File: src/rtl/irq_presenter.sv
module irq_presenter #(
  parameter int PRIO_W  = 8,
  parameter int SRC_W   = 24,
  parameter int IPI_SRC = 2
) (
  input  logic                    clk,
  input  logic                    rst_n,
  input  logic                    offer_vld,
  input  logic [SRC_W-1:0]        offer_src,
  input  logic [PRIO_W-1:0]       offer_prio,
  input  logic [2:0]              cmd_op,
  input  logic [PRIO_W+SRC_W-1:0] cmd_data,
  output logic                    irq_o,
  output logic                    acc_vld,
  output logic [PRIO_W+SRC_W-1:0] acc_data,
  output logic                    rej_vld,
  output logic [SRC_W-1:0]        rej_src,
  output logic                    resend_req,
  output logic                    eoi_vld,
  output logic [SRC_W-1:0]        eoi_src
);
  localparam int REG_W = PRIO_W + SRC_W;
  localparam logic [PRIO_W-1:0] LEAST = {PRIO_W{1'b1}};
  localparam logic [SRC_W-1:0]  NONE  = '0;
  localparam logic [2:0] OP_CUR = 3'd1, OP_IPI = 3'd2, OP_ACC = 3'd3, OP_EOI = 3'd4;

  logic [PRIO_W-1:0] cur_q, pend_q, ipi_q;
  logic [SRC_W-1:0]  src_q;
  logic              irq_q;

  logic [PRIO_W-1:0] cur_d, pend_d, ipi_d, wr_prio, eoi_prio;
  logic [SRC_W-1:0]  src_d, rej_s, eoi_s;
  logic              irq_d, rej, rsnd, eoi, acc, run_ipi;
  logic [REG_W-1:0]  acc_d;

  assign wr_prio  = cmd_data[PRIO_W-1:0];
  assign eoi_prio = cmd_data[REG_W-1:SRC_W];

  always_comb begin
    cur_d = cur_q; pend_d = pend_q; ipi_d = ipi_q; src_d = src_q; irq_d = irq_q;
    rej = 1'b0; rej_s = NONE; rsnd = 1'b0; eoi = 1'b0; eoi_s = NONE;
    acc = 1'b0; acc_d = '0; run_ipi = 1'b0;
    case (cmd_op)
      OP_CUR: begin
        cur_d = wr_prio;
        if (wr_prio < cur_q) begin
          if (src_q != NONE && wr_prio <= pend_q) begin
            rej = 1'b1; rej_s = src_q;
            src_d = NONE; pend_d = LEAST; irq_d = 1'b0;
          end
        end else if (src_q == NONE) begin
          rsnd = 1'b1;
          run_ipi = ipi_q < wr_prio;
        end
      end
      OP_IPI: begin
        ipi_d = wr_prio;
        run_ipi = wr_prio < cur_q;
      end
      OP_ACC: begin
        acc = 1'b1; acc_d = {cur_q, src_q};
        cur_d = pend_q; src_d = NONE; pend_d = LEAST; irq_d = 1'b0;
      end
      OP_EOI: begin
        cur_d = eoi_prio;
        eoi = 1'b1; eoi_s = cmd_data[SRC_W-1:0];
        if (src_q == NONE) begin
          rsnd = 1'b1;
          run_ipi = ipi_q < eoi_prio;
        end
      end
      default: begin
        if (offer_vld) begin
          if (offer_prio >= cur_q || (src_q != NONE && pend_q <= offer_prio)) begin
            rej = 1'b1; rej_s = offer_src;
          end else begin
            if (src_q != NONE) begin
              rej = 1'b1; rej_s = src_q;
            end
            src_d = offer_src; pend_d = offer_prio; irq_d = 1'b1;
          end
        end
      end
    endcase
    if (run_ipi && !(src_d != NONE && pend_d <= ipi_d)) begin
      if (src_d != NONE) begin
        rej = 1'b1; rej_s = src_d;
      end
      src_d = SRC_W'(IPI_SRC); pend_d = ipi_d; irq_d = 1'b1;
    end
  end

  always_ff @(posedge clk) begin
    if (!rst_n) begin
      cur_q <= '0; src_q <= NONE; pend_q <= LEAST; ipi_q <= LEAST; irq_q <= 1'b0;
      acc_vld <= 1'b0; acc_data <= '0; rej_vld <= 1'b0; rej_src <= NONE;
      resend_req <= 1'b0; eoi_vld <= 1'b0; eoi_src <= NONE;
    end else begin
      cur_q <= cur_d; src_q <= src_d; pend_q <= pend_d; ipi_q <= ipi_d; irq_q <= irq_d;
      acc_vld <= acc; acc_data <= acc_d; rej_vld <= rej; rej_src <= rej_s;
      resend_req <= rsnd; eoi_vld <= eoi; eoi_src <= eoi_s;
    end
  end

  assign irq_o = irq_q;

  assert_level_matches_slot_R10: assert property (@(posedge clk) disable iff (!rst_n)
    irq_q == (src_q != NONE));

  assert_empty_slot_least_R8: assert property (@(posedge clk) disable iff (!rst_n)
    (src_q == NONE) |-> (pend_q == LEAST));

  assert_exclusive_inputs_R10: assert property (@(posedge clk) disable iff (!rst_n)
    $countones({offer_vld, cmd_op != 3'd0}) <= 1);

  assert_refuse_unfavoured_R2: assert property (@(posedge clk) disable iff (!rst_n)
    (offer_vld && cmd_op == 3'd0 && offer_prio >= cur_q)
      |=> (rej_vld && rej_src == $past(offer_src) && $stable(src_q)));

  assert_accept_drops_R8: assert property (@(posedge clk) disable iff (!rst_n)
    (cmd_op == OP_ACC) |=> (acc_vld && !irq_o && src_q == NONE));

  assert_eoi_forward_R9: assert property (@(posedge clk) disable iff (!rst_n)
    (cmd_op == OP_EOI) |=> (eoi_vld && eoi_src == $past(cmd_data[SRC_W-1:0])));
endmodule

File: config.mk
export PLATFORM = sky130hd
export DESIGN_NAME = irq_presenter
export DESIGN_NICKNAME = d
export VERILOG_FILES = /design/src/rtl/irq_presenter.sv
export SDC_FILE = /design/constraint.sdc
export NUM_CORES = 1
export LEC_CHECK = 0
export BUFFER_PORTS_ARGS = -buffer_cell sky130_fd_sc_hd__buf_4
export CORE_MARGIN = 1
export CORE_UTILIZATION = 54
export DETAILED_ROUTE_END_ITERATION = 10
export HOLD_SLACK_MARGIN = 0.06
export PLACE_DENSITY = 0.77
export SLEW_MARGIN = 0
export SYNTH_ARGS = -nofsm -noshare
export SYNTH_HDL_FRONTEND = slang
export SYNTH_SLANG_ARGS = --single-unit
File: constraint.sdc
create_clock -name clk -period 5.33 [get_ports clk]
set_input_delay 0.2665 -clock clk [delete_from_list [all_inputs] [get_ports clk]]
set_output_delay 0.2665 -clock clk [all_outputs]
set_load 0.1 [all_outputs]
; After elaboration in Yosys (flattened, before gate mapping)
; Cells that the tools add are included.
[word_totals]
register_bits = 133
wordCells = 91
input_bits = 70
[op_classes]
eq_ne = 8
n_lt_le_gt_ge = 7
bitwise_logic = 1
reduce_logical = 17
muxes = 45
[ops]
columns = cell, n
row1 = 24-bit two-way mux, 11
row2 = 24-bit one-hot mux with 3 select lines, 1
row3 = 8-bit two-way mux, 6
row4 = 24-bit one-hot mux with 2 select lines, 1
row5 = 8-bit one-hot mux with 3 select lines, 2
row6 = 24-bit nonzero test, 2
row7 = 8-bit less-or-equal comparator, 3
row8 = 24-bit logical NOT, 1
row9 = 8-bit less-than comparator, 3
row10 = 1-bit two-way mux, 19
row11 = 8-bit >= comparator, 1
row12 = 3-bit by 2-bit == test with 1-bit output (second input constant), 2
row13 = 3-bit != test (second input constant), 2
row14 = 1-bit one-hot mux with 3 select lines, 2
row15 = 5-bit AND reduction, 1
row16 = 1-bit logical AND, 4
row17 = 4-bit by 1-bit != test with 1-bit output (second input constant), 1
row18 = 1-bit one-hot mux with 2 select lines, 2
row19 = 2-bit AND reduction, 2
row20 = 4-bit nonzero test, 1
row21 = 2-bit OR reduction, 2
row22 = 3-bit by 1-bit == test with 1-bit output (second input constant), 1
row23 = 3-bit == test (second input constant), 1
row24 = 3-bit nonzero test, 1
row25 = 6 further kinds, 6

; Logic depth before layout (Yosys ltp)
; Gate-level depths: netlist of run 1.
[depth]
word_depth = 12
mapped_depth = 20

; Worst setup path before layout of run 1
; OpenSTA, ideal clock, no wires.
[synth_path]
path_type = register to register
start = register cur_q[5]
end = register pend_q[0]
required_time_ns = 5.210
path_stages_with_launch = 20
setup_time_ns = 0.120
synth_period_minus_slack_ns = 4.220
path_buffers = 2
arrival_time_ns = 4.100
path_slack_ns = 1.110
cell_sequence = dfxtp_1 > inv_1 > ha_1 > a211oi_1 > nor2_1 > a211oi_1 > or4b_1 > buf_2 > clkbuf_1 > a32o_1 > a31oi_1 > inv_1 > ha_1 > nor2b_1 > o21ai_0 > a31oi_1 > o21ai_0 > o2111a_1 > or3_4 > a211o_1
[synth_via]
elab_chain_len = 10
word_cells_on_any_way = 19
[synth_lines]
columns = element, line_no
row1 = "start, declared", 27  ; logic [PRIO_W-1:0] cur_q, pend_q, ipi_q;
row2 = "start signal, assigned", 99  ; cur_q <= cur_d; src_q <= src_d; pend_q <= pend_d; ipi_q <= ipi_d; irq_q <= irq_d;
row3 = 8-bit >= comparator, 74  ; if (offer_prio >= cur_q || (src_q != NONE && pend_q <= offer_prio)) begin
row4 = 1-bit logical OR, 74
row5 = 8-bit two-way mux or 24-bit two-way mux (tied branches), 74
row6 = 8-bit two-way mux or 24-bit two-way mux (tied branches), 73  ; if (offer_vld) begin
row7 = 8-bit one-hot mux with 3 select lines or 24-bit one-hot mux with 3 select lines (tied branches), 43  ; case (cmd_op)
row8 = 8-bit less-or-equal comparator or 24-bit nonzero test (tied branches), 85  ; if (run_ipi && !(src_d != NONE && pend_d <= ipi_d)) begin
row9 = 1-bit logical AND, 85
row10 = 1-bit logical NOT, 85
row11 = 1-bit logical AND, 85
row12 = 8-bit two-way mux *, 85
row13 = "end signal, assigned", 99
row14 = "end, declared", 27
; Mark *: on every way between the ends. The rest lies on a longest branch, timed or not.
; A chain may end at the register's enable or synchronous reset.

; Worst setup path after layout of run 1
[layout_path]
start = register cur_q[2]
end = register pend_q[4]
; Same word-level chain as after synthesis.

==> flow_summary.toml, run 1 <==
[setup_path]
cp_common_cell = "o21ai_0"
crit_chain = "inv_1 > ha_1 > a211oi_1 > o21ai_0 > a211oi_2 > or4b_1 > a32o_1 > a31oi_1 > inv_1 > ha_1 > nor2b_1 > o21ai_0 > a31oi_1 > o21ai_0 > o2111a_1 > nor3_4 > mux2_2"
reg2reg_depth = 17
crit_path_end_kind = "flop"
r2r_end = "pend_q[4]$_SDFF_PN1_"
cp.required_ns = 5.64
critPathKind = "reg -> reg"
setup.worst_path.start = "cur_q[2]$_SDFFE_PN0P_"
arrival_ns = 5.24
worstPathMaxFanout = 16
cp_slowest_cell = "or4b_1"
critPathLaunchType = "flop"
reg2reg_from = "cur_q[2]$_SDFFE_PN0P_"
max_stage_delay_ns = 0.79
reg2reg_slack_ns = 0.40
cp-endpoint = "pend_q[4]$_SDFF_PN1_"

[cts]
clock_sinks = 133
root_buffer = "clkbuf_16"
cts_buffers = 17
cts_tree = "done"
clk_pin_slew_ns = 0.06
clk_path_buf_depth = 2
cts_setup_buffers = 0
clk_latency_ns = 0.43
ctsHtreeMaxLevel = 4

[synthesis]
synth_simple_gate_area_frac = 0.2293
synth_compound_area_frac = 0.1806
synth_top_family_by_area = "simple AND/OR/NAND/NOR gates"
netlist_instances = 745
synth-edff-count = 0
yosysTopAreaCellShare = 0.3945
yosys.area.top_type = "dfxtp_1"
synth.cell_area_um2 = 6749
synthAdderAreaFrac = 0.09826
syn_area_per_cell_um2 = 9.059
muxShareOfSynthArea = 0.03708
synth.distinct_cells = 57
yosysWarnings = 0
yosysSeqAreaShare = 0.3945
synth-xor-area-share = 0.003893
synth-async-reset-ratio = 0
yosys_most_used_dff = "dfxtp_1"
synthTopCellsByArea = "dfxtp_1 39%, ha_1 9.8%, and2_1 7.0%, a211oi_1 3.7%, nor3b_1 3.0%"
synth_nets = 868
ys_seq_elements = 133

[die]
dieArea_um2 = 12950
ios = 155
start_util = 0.5572
row_count = 40
die_h_um = 113.8
coreArea_um2 = 12110
die_x_um = 113.8

[placed_design]
portBuffers = 154
hpwl_um = 14990
place_congestion = 0.9566
dpl_cell_area_um2 = 8008

[route]
drc = 0
first_iter_violations = 652
vias = 6561
drt_wl_total_um = 21830
dr.pass1.iters = 5
wire_per_inst_um = 20.27
antenna_left = 0
avgViaCountPerCell = 6.092

[final_layout]
syn_to_final_growth_pct = 30.76
nNetsFinal = 1019
final_area_um2 = 8825
final_cell_mix = "166 x buf_4, 133 x dfxtp_1, 75 x and2_1, 53 x ha_1, 50 x nor2_1"
antenna_cells = 0
layout_commonest_cell = "buf_4"
drive_gt1_frac = 0.2398

[timing]
tns_ns = 0
fin_crit_sh = 0.9250
finalClockSkew_ns = 0.008950
rsz0062_at_grt = "no"
worst_pin_slew_ns = 1.337
drv_slew = 0
setup_viol_count_final = 0
max_freq_mhz = 202.8
timing.slew.headroom = 0.1086
min_period_ns = 4.930
hold_viol_final = 0

[global_routing]
gr-total-overflow = 0
grt_pass1_vias = 6437
antenna_found_initial = 0
track_usage = 0.3417
grt_max_degree = 38
grt_pass1_wl_um = 33710

[worst_hold_path]
hold_path.class = "in -> reg"

[run]
maxCapViolCount = 0

[power_and_ir_drop]
total_power_mw = 3.020
max-vdd-ir-drop_uv = 187.8
power.density_nw_per_um2 = 342.2
p_leak_nw = 3.898

[run_status]
status = "finished, final reports clean"
[cell type report]
cell class / count / area [µm²]
Timing Repair Buffer: 182 / 1406
Fill cell: 939 / 3287
Multi-Input combinational cell: 517 / 3746
Sequential cell: 133 / 2663
Tap cell: 168 / 210.2
Inverter: 45 / 168.9
Clock buffer: 18 / 429.2
Clock inverter: 14 / 201.4
[Yosys cell counts (all sizes together), types with 2 or more instances]
library cell	count
clkbuf	42
o22ai	24
mux2i	16
and3	28
ha	53
o21ai	18
nor3	19
buf	9
or2	2
nor4	21
o31ai	2
and2	75
nor3b	27
or3	3
a22oi	25
a32oi	7
a31oi	3
nand2b	2
xor2	2
nand4	6
and4	3
a21oi	10
a211oi	33
nor2b	5
a21o	14
nor2	52
dfxtp	133
o211ai	10
mux2	8
a221oi	9
inv	45
nand2	20
o21a	5
[timing repair]
action / 4_1_cts / 5_1_grt
hold endpoints to repair: 16 / 0
resized for setup: 0 / 2
hold buffers: 16 / 0
setup endpoints to repair: 0 / 54
[layer usage]
metal / track usage / part of all wire
met1: 0.4422 / 0.42
met5: 0 / 0
met2: 0.5321 / 0.45
met4: 0.1732 / 0.040
met3: 0.08289 / 0.089
[how the worst min path moves through the flow]
stage / startpoint / to / slack [ns] / depth (start not counted)
2_1_floorplan: cmd_data[10] / eoi_src[10]$_SDFF_PN0_ / 0.39 / 1
3_3_place_gp: cmd_data[14] / eoi_src[14]$_SDFF_PN0_ / 0.47 / 2
3_5_place_dp: cmd_data[13] / eoi_src[13]$_SDFF_PN0_ / 0.47 / 2
4_1_cts: cmd_data[31] / cur_q[7]$_SDFFE_PN0P_ / 0.1 / 3
5_1_grt: cmd_data[26] / cur_q[2]$_SDFFE_PN0P_ / 0.12 / 3
6_report: cmd_data[31] / cur_q[7]$_SDFFE_PN0P_ / 0.11 / 3
[sequential cells by signal, summed over array words and instances (netlist names)]
name,flops
ipi_q,8
eoi_vld,1
src_q,24
acc_vld,1
rej_vld,1
acc_data,32
rej_src,24
cur_q,8
eoi_src,24
resend_req,1
irq_o,1
pend_q,8
[worst max-delay path: cells and delay by family, from the launching register on]
kind | cells | cell delay (ns)
AOI/OAI and AO/OA | 9 | 2.11
adders and majority gates | 2 | 0.48
buffers and inverters | 2 | 0.15
DFF | 1 | 0.33
muxes | 1 | 0.39
and+or+nand+nor | 3 | 1.35
[through the flow]
stage | cells | utilization | setup slack, ns | hold WS (ns)
floorplan | 745 | - | 1.110 | 0.3882
CTS | 1076 | 0.7264 | 0.1436 | 0.09928
detailed placement | 1028 | 0.6612 | 0.1456 | 0.4705
global route | 1077 | 0.7286 | 0.01212 | 0.1228
finish | 1077 | 0.7286 | 0.3997 | 0.1065
global placement | 1028 | 0.6612 | 0.3742 | 0.4686
[cell families after synthesis]
family	Yosys count
adder cells (fa/ha/maj)	53
AO/OA/AOI/OAI	169
flip-flops	133
multiplexers	24
AND/OR/NAND/NOR	267
buffers and inverters	96
XOR/XNOR	3
[power by group]
| group | leakage [nW] | switching [mW] | internal, mW |
|---|---|---|---|
| Clock | 0.307 | 0.468 | 0.789 |
| Sequential | 1.08 | 0.0337 | 1.03 |
| Combinational | 2.51 | 0.467 | 0.230 |
Note: power is estimated with default switching activity, not from simulation.
==> run 2: changes to the inputs <==
--- a/config.mk
+++ b/config.mk
@@ -6,10 +6,11 @@
 export NUM_CORES = 1
 export LEC_CHECK = 0
 export BUFFER_PORTS_ARGS = -buffer_cell sky130_fd_sc_hd__buf_4
+export CORE_ASPECT_RATIO = 0.9
 export CORE_MARGIN = 1
 export CORE_UTILIZATION = 54
 export DETAILED_ROUTE_END_ITERATION = 10
-export HOLD_SLACK_MARGIN = 0.06
+export HOLD_SLACK_MARGIN = 0.15
 export PLACE_DENSITY = 0.77
 export SLEW_MARGIN = 0
 export SYNTH_ARGS = -nofsm -noshare
==> flow_summary.toml, run 2 (synthesis gave the netlist of run 1 again) <==
[timing]
drv_slew = 0
setup_viol_count_final = 0
hold_ws_ns = 0.1565
min_period_ns = 4.809
finalClockSkew_ns = 0.007629
fin_ws_ns = 0.5209
hold_viol_final = 0
fin_crit_sh = 0.9023
rsz0062_at_grt = "no"
timing.slew.headroom = 0.3163
max_freq_mhz = 207.9
tns_ns = 0
worst_pin_slew_ns = 1.025

[worst_hold_path]
min_to = "eoi_src[3]$_SDFF_PN0_"
hold_start = "cmd_data[3]"
hold_depth = 3
hold_path.class = "in -> reg"

[global_routing]
grt_pass1_vias = 6408
gr-total-overflow = 0
grt_pass1_wl_um = 33810
grt_max_degree = 36
antenna_found_initial = 0
track_usage = 0.3396

[setup_path]
cp_top_family = "compound AO/OA/AOI/OAI gates"
cp_slowest_cell = "or4b_1"
worstPathMaxFanout = 9
critPathLaunchType = "primary input"
reg2reg_depth = 16
critPathKind = "in -> reg"
reg2reg_slack_ns = 0.62
cp_num_buf_inv = 2
arrival_ns = 5.12
reg2reg_from = "cur_q[2]$_SDFFE_PN0P_"
crit_chain = "dlygate4sd3_1 > buf_4 > ha_1 > a211oi_1 > o21ai_0 > a211oi_2 > or4b_1 > a32oi_1 > and2_1 > ha_1 > a21o_1 > a22oi_1 > a31oi_1 > o21ai_0 > o2111a_1 > nor3_4 > mux2_2"
max_stage_delay_ns = 0.68
cp.required_ns = 5.65
r2r_end = "pend_q[7]$_SDFF_PN1_"
crit_path_end_kind = "flop"

[route]
drc = 0
first_iter_violations = 710
vias = 6701
avgViaCountPerCell = 6.199
antenna_left = 0
drt_wl_total_um = 21720
wire_per_inst_um = 20.09
dr.pass1.iters = 6

[final_layout]
final.fill_count = 889
largest_register = "acc_data"
layout_commonest_cell = "buf_4"
nNetsFinal = 1031
final_cell_mix = "166 x buf_4, 133 x dfxtp_1, 75 x and2_1, 53 x ha_1, 51 x nor2_1"
multiInputGateArea_um2 = 3740
fin_cells = 1081
largest_reg_flops = 32
drive_gt1_frac = 0.2324
syn_to_final_growth_pct = 32.18
seq_area_um2 = 2663
antenna_cells = 0

[power_and_ir_drop]
p_switching_uw = 951.6
max-vdd-ir-drop_uv = 235.6
power.density_nw_per_um2 = 337.7
p_leak_nw = 3.946
power_frac_seq = 0.353
p_sw_frac = 0.3158
internal_power_mw = 2.061
comb_power_share = 0.232
clockPowerShare = 0.415

[cts]
cts_setup_buffers = 0
clock_sinks = 133
cts_tree = "done"
root_buffer = "clkbuf_16"
clk_path_buf_depth = 2
ctsHtreeMaxLevel = 4
clk_latency_ns = 0.43
clk_pin_slew_ns = 0.06
cts_buffers = 17

[placed_design]
dpl.cell_count = 1020
preCtsSetupSlack_ns = 0.3481
portBuffers = 154
hpwl_um = 14630
place_congestion = 0.8818

[die]
die_x_um = 119.8
start_util = 0.5567
row_count = 38
coreArea_um2 = 12120
die_h_um = 108.1
ios = 155
dieArea_um2 = 12950

[run_status]
status = "finished, final reports clean"

[run]
maxCapViolCount = 0
==> run 2: final cells by class <==
class / count / area share
clock buffer: 21 / 0.05049
clock inverter: 11 / 0.01935
inverter: 45 / 0.01893
multi-input combinational: 517 / 0.4192
sequential: 133 / 0.2985
tap: 160 / 0.02244
timing repair buffer: 194 / 0.1711
==> run 2: power by group through the flow <==
stage | clock (mW) | combinational [mW] | sequential [mW]
after global routing | 1.30 | 0.745 | 1.07
final | 1.25 | 0.699 | 1.06
after detailed placement | 0 | 0.650 | 1.08
after floorplan | 0 | 0.346 | 1.19
after CTS | 1.26 | 0.671 | 1.06
after global placement | 0 | 0.634 | 1.08
==> run 2: worst max path at each step <==
stage | from | end | slack [ns] | cells after the start
finish | cmd_data[2] | pend_q[7]$_SDFF_PN1_ | 0.52 | 17
global route | cmd_data[2] | pend_q[3]$_SDFF_PN1_ | 0.15 | 17
CTS | cmd_data[2] | src_q[5]$_SDFF_PP0_ | 0.23 | 18
detailed placement | cmd_data[5] | src_q[8]$_SDFF_PP0_ | 0.35 | 17
global placement | cmd_data[5] | src_q[17]$_SDFF_PP0_ | 0.46 | 17
floorplan | cur_q[5]$_SDFFE_PN0P_ | pend_q[0]$_SDFF_PN1_ | 1.11 | 19
==> run 2: worst min-delay path, delay by kind of cell <==
family	cells	cell delay [ns]
and+or+nand+nor	1	0.05
buffers and inverters	2	0.22
==> run 2: timing repair <==
action	4_1_cts	5_1_grt
hold buffers	28	0
setup endpoints to repair	0	23
endpoints found under the hold margin	30	0
gates resized for setup	0	2
==> run 2: per-stage QoR <==
step	util	power [mW]	instance area, µm²
2_1_floorplan	-	1.532	6749
3_3_place_gp	0.6591	1.717	7991
3_5_place_dp	0.6591	1.733	7991
4_1_cts	0.7336	2.988	8895
5_1_grt	0.7358	3.115	8921
6_report	0.7358	3.013	8921
==> run 2: per-layer routing <==
layer / part of all wire / global-route usage / wire, µm
met1: 0.42 / 0.4481 / 9187
met2: 0.45 / 0.5339 / 9709
met3: 0.11 / 0.09652 / 2393
met4: 0.020 / 0.1143 / 430
met5: 0 / 0 / 0
==> run 3: changes to the inputs <==
==> config.mk (replaced) <==
export PLATFORM = sky130hd
export DESIGN_NAME = irq_presenter
export DESIGN_NICKNAME = d
export VERILOG_FILES = /design/src/rtl/irq_presenter.sv
export SDC_FILE = /design/constraint.sdc
export NUM_CORES = 1
export LEC_CHECK = 0
export CORE_ASPECT_RATIO = 0.9
export CORE_MARGIN = 1
export CORE_UTILIZATION = 55
export DETAILED_ROUTE_END_ITERATION = 10
export DONT_BUFFER_PORTS = 1
export HOLD_SLACK_MARGIN = 0.15
export PLACE_DENSITY = 0.67
export SLEW_MARGIN = 0
export SYNTH_ARGS = -nofsm -noshare
export SYNTH_HDL_FRONTEND = slang
export SYNTH_SLANG_ARGS = --single-unit
==> flow_summary.toml, run 3 (synthesis gave the netlist of run 1 again) <==
[route]
drt_wl_total_um = 20830
antenna_left = 0
drc = 0
vias = 6119
first_iter_violations = 681
avgViaCountPerCell = 6.361
dr.pass1.iters = 8
wire_per_inst_um = 21.65

[setup_path]
arrival_ns = 5.24
cp.required_ns = 5.65
crit_chain = "inv_1 > ha_1 > a211oi_1 > o21ai_0 > a211oi_1 > buf_4 > or4b_1 > buf_4 > a32o_1 > a31oi_1 > inv_1 > ha_1 > nor2b_1 > o21ai_0 > a31oi_1 > o21ai_0 > a211oi_1 > o211ai_1 > buf_4 > o22ai_1"
crit_path_end_kind = "flop"
r2r_end = "rej_src[1]$_SDFF_PN0_"
worstPathMaxFanout = 29
critPathKind = "reg -> reg"
setup.worst_path.start = "cur_q[2]$_SDFFE_PN0P_"
reg2reg_from = "cur_q[2]$_SDFFE_PN0P_"
critPathLaunchType = "flop"
max_stage_delay_ns = 0.61
reg2reg_slack_ns = 0.42
cp_slowest_cell = "or4b_1"
reg2reg_depth = 20

[worst_hold_path]
hold_path.class = "in -> reg"
hold_start = "offer_src[1]"
hold_depth = 2
min_to = "rej_src[1]$_SDFF_PN0_"

[global_routing]
antenna_found_initial = 0
gr-total-overflow = 0
grt_pass1_vias = 5860
grt_max_degree = 46
track_usage = 0.3333
grt_pass1_wl_um = 32330

[run_status]
status = "finished, final reports clean"

[placed_design]
preCtsSetupSlack_ns = 0.5147
hpwl_um = 13600
place_congestion = 0.9235
portBuffers = 0

[timing]
finalClockSkew_ns = 0.006466
fin_ws_ns = 0.4166
setup_viol_count_final = 0
min_period_ns = 4.913
timing.slew.headroom = 0.1143
rsz0062_at_grt = "no"
drv_slew = 0
tns_ns = 0
max_freq_mhz = 203.5
hold_ws_ns = 0.1672
worst_pin_slew_ns = 1.315
hold_viol_final = 0
fin_crit_sh = 0.9218

[final_layout]
antenna_cells = 0
largest_reg_flops = 32
final_cell_mix = "133 x dfxtp_1, 75 x and2_1, 63 x dlygate4sd3_1, 53 x ha_1, 51 x nor2_1"
nNetsFinal = 912
largest_register = "acc_data"
layout_commonest_cell = "dfxtp_1"
syn_to_final_growth_pct = 19.80
drive_gt1_frac = 0.07731

[power_and_ir_drop]
max-vdd-ir-drop_uv = 271.0
p_leak_nw = 3.286
power.density_nw_per_um2 = 357.2
total_power_mw = 2.888

[cts]
ctsResizeCount = 0
ctsHtreeMaxLevel = 4
cts_setup_buffers = 0
cts_buffers = 17
clk_path_buf_depth = 2
root_buffer = "clkbuf_16"
clock_sinks = 133
cts_tree = "done"
clk_latency_ns = 0.42
clk_pin_slew_ns = 0.06

[die]
row_count = 38
die_x_um = 118.8
coreArea_um2 = 12030
dieArea_um2 = 12720
start_util = 0.5611
die_h_um = 107.1
ios = 155

[run]
maxCapViolCount = 0
==> run 3: cell types whose count changed in the layout (fill, tap and decap cells not counted), moves of 2 or more <==
cell and change:
dlygate4sd3_1 +35, buf_4 -153, clkinv_2 +2, inv_6 -2
clkbuf_1 -2
==> run 3: how the worst max path moves through the flow <==
stage | cells past startpoint | end | slack, ns
after floorplan | 19 | pend_q[0]$_SDFF_PN1_ | 1.11
after global placement | 20 | rej_src[1]$_SDFF_PN0_ | 0.58
after detailed placement | 20 | rej_src[1]$_SDFF_PN0_ | 0.51
after CTS | 20 | rej_src[1]$_SDFF_PN0_ | 0.49
after global routing | 20 | rej_src[1]$_SDFF_PN0_ | 0.05
final | 20 | rej_src[1]$_SDFF_PN0_ | 0.42
==> run 3: critical path, delay by kind of cell, from the launching register on <==
family                   cells  cell delay [ns]
AND/OR/NAND/NOR              2             0.71
flip-flops                   1             0.34
adder cells (fa/ha/maj)      2             0.48
AO/OA/AOI/OAI               11             2.33
buffers and inverters        5             0.94
==> run 3: metal layers <==
metal | GRT usage | share of wire
met5 | 0 | 0
met1 | 0.4663 | 0.45
met3 | 0.08989 | 0.099
met4 | 0.09675 | 0.014
met2 | 0.5004 | 0.44
==> run 3: stage by stage <==
step           std cells  area, µm²    util
2_1_floorplan        745       6749       -
3_3_place_gp         867       6847  0.5692
3_5_place_dp         867       6847  0.5692
4_1_cts              962       8085  0.6721
5_1_grt              962       8085  0.6721
6_report             962       8085  0.6721
==> run 3: final cells by class <==
type / instances / area (µm²)
clock inverters: 12 / 151.4
multi-input cells: 516 / 3717
inverters: 45 / 168.9
repair buffers: 76 / 728.2
flip-flops and latches: 133 / 2663
well taps: 160 / 200.2
fillers: 966 / 3944
clock buffers: 20 / 456.7
==> run 3: what timing repair did <==
action                                  CTS  global route
endpoints found under the setup margin    0             0
hold buffers                             63             0
endpoints found under the hold margin    79             0
==> run 3: power by group <==
group | switching (mW) | internal [mW]
Combinational | 0.312 | 0.195
Clock | 0.442 | 0.759
Sequential | 0.147 | 1.03
Total | 0.902 | 1.99
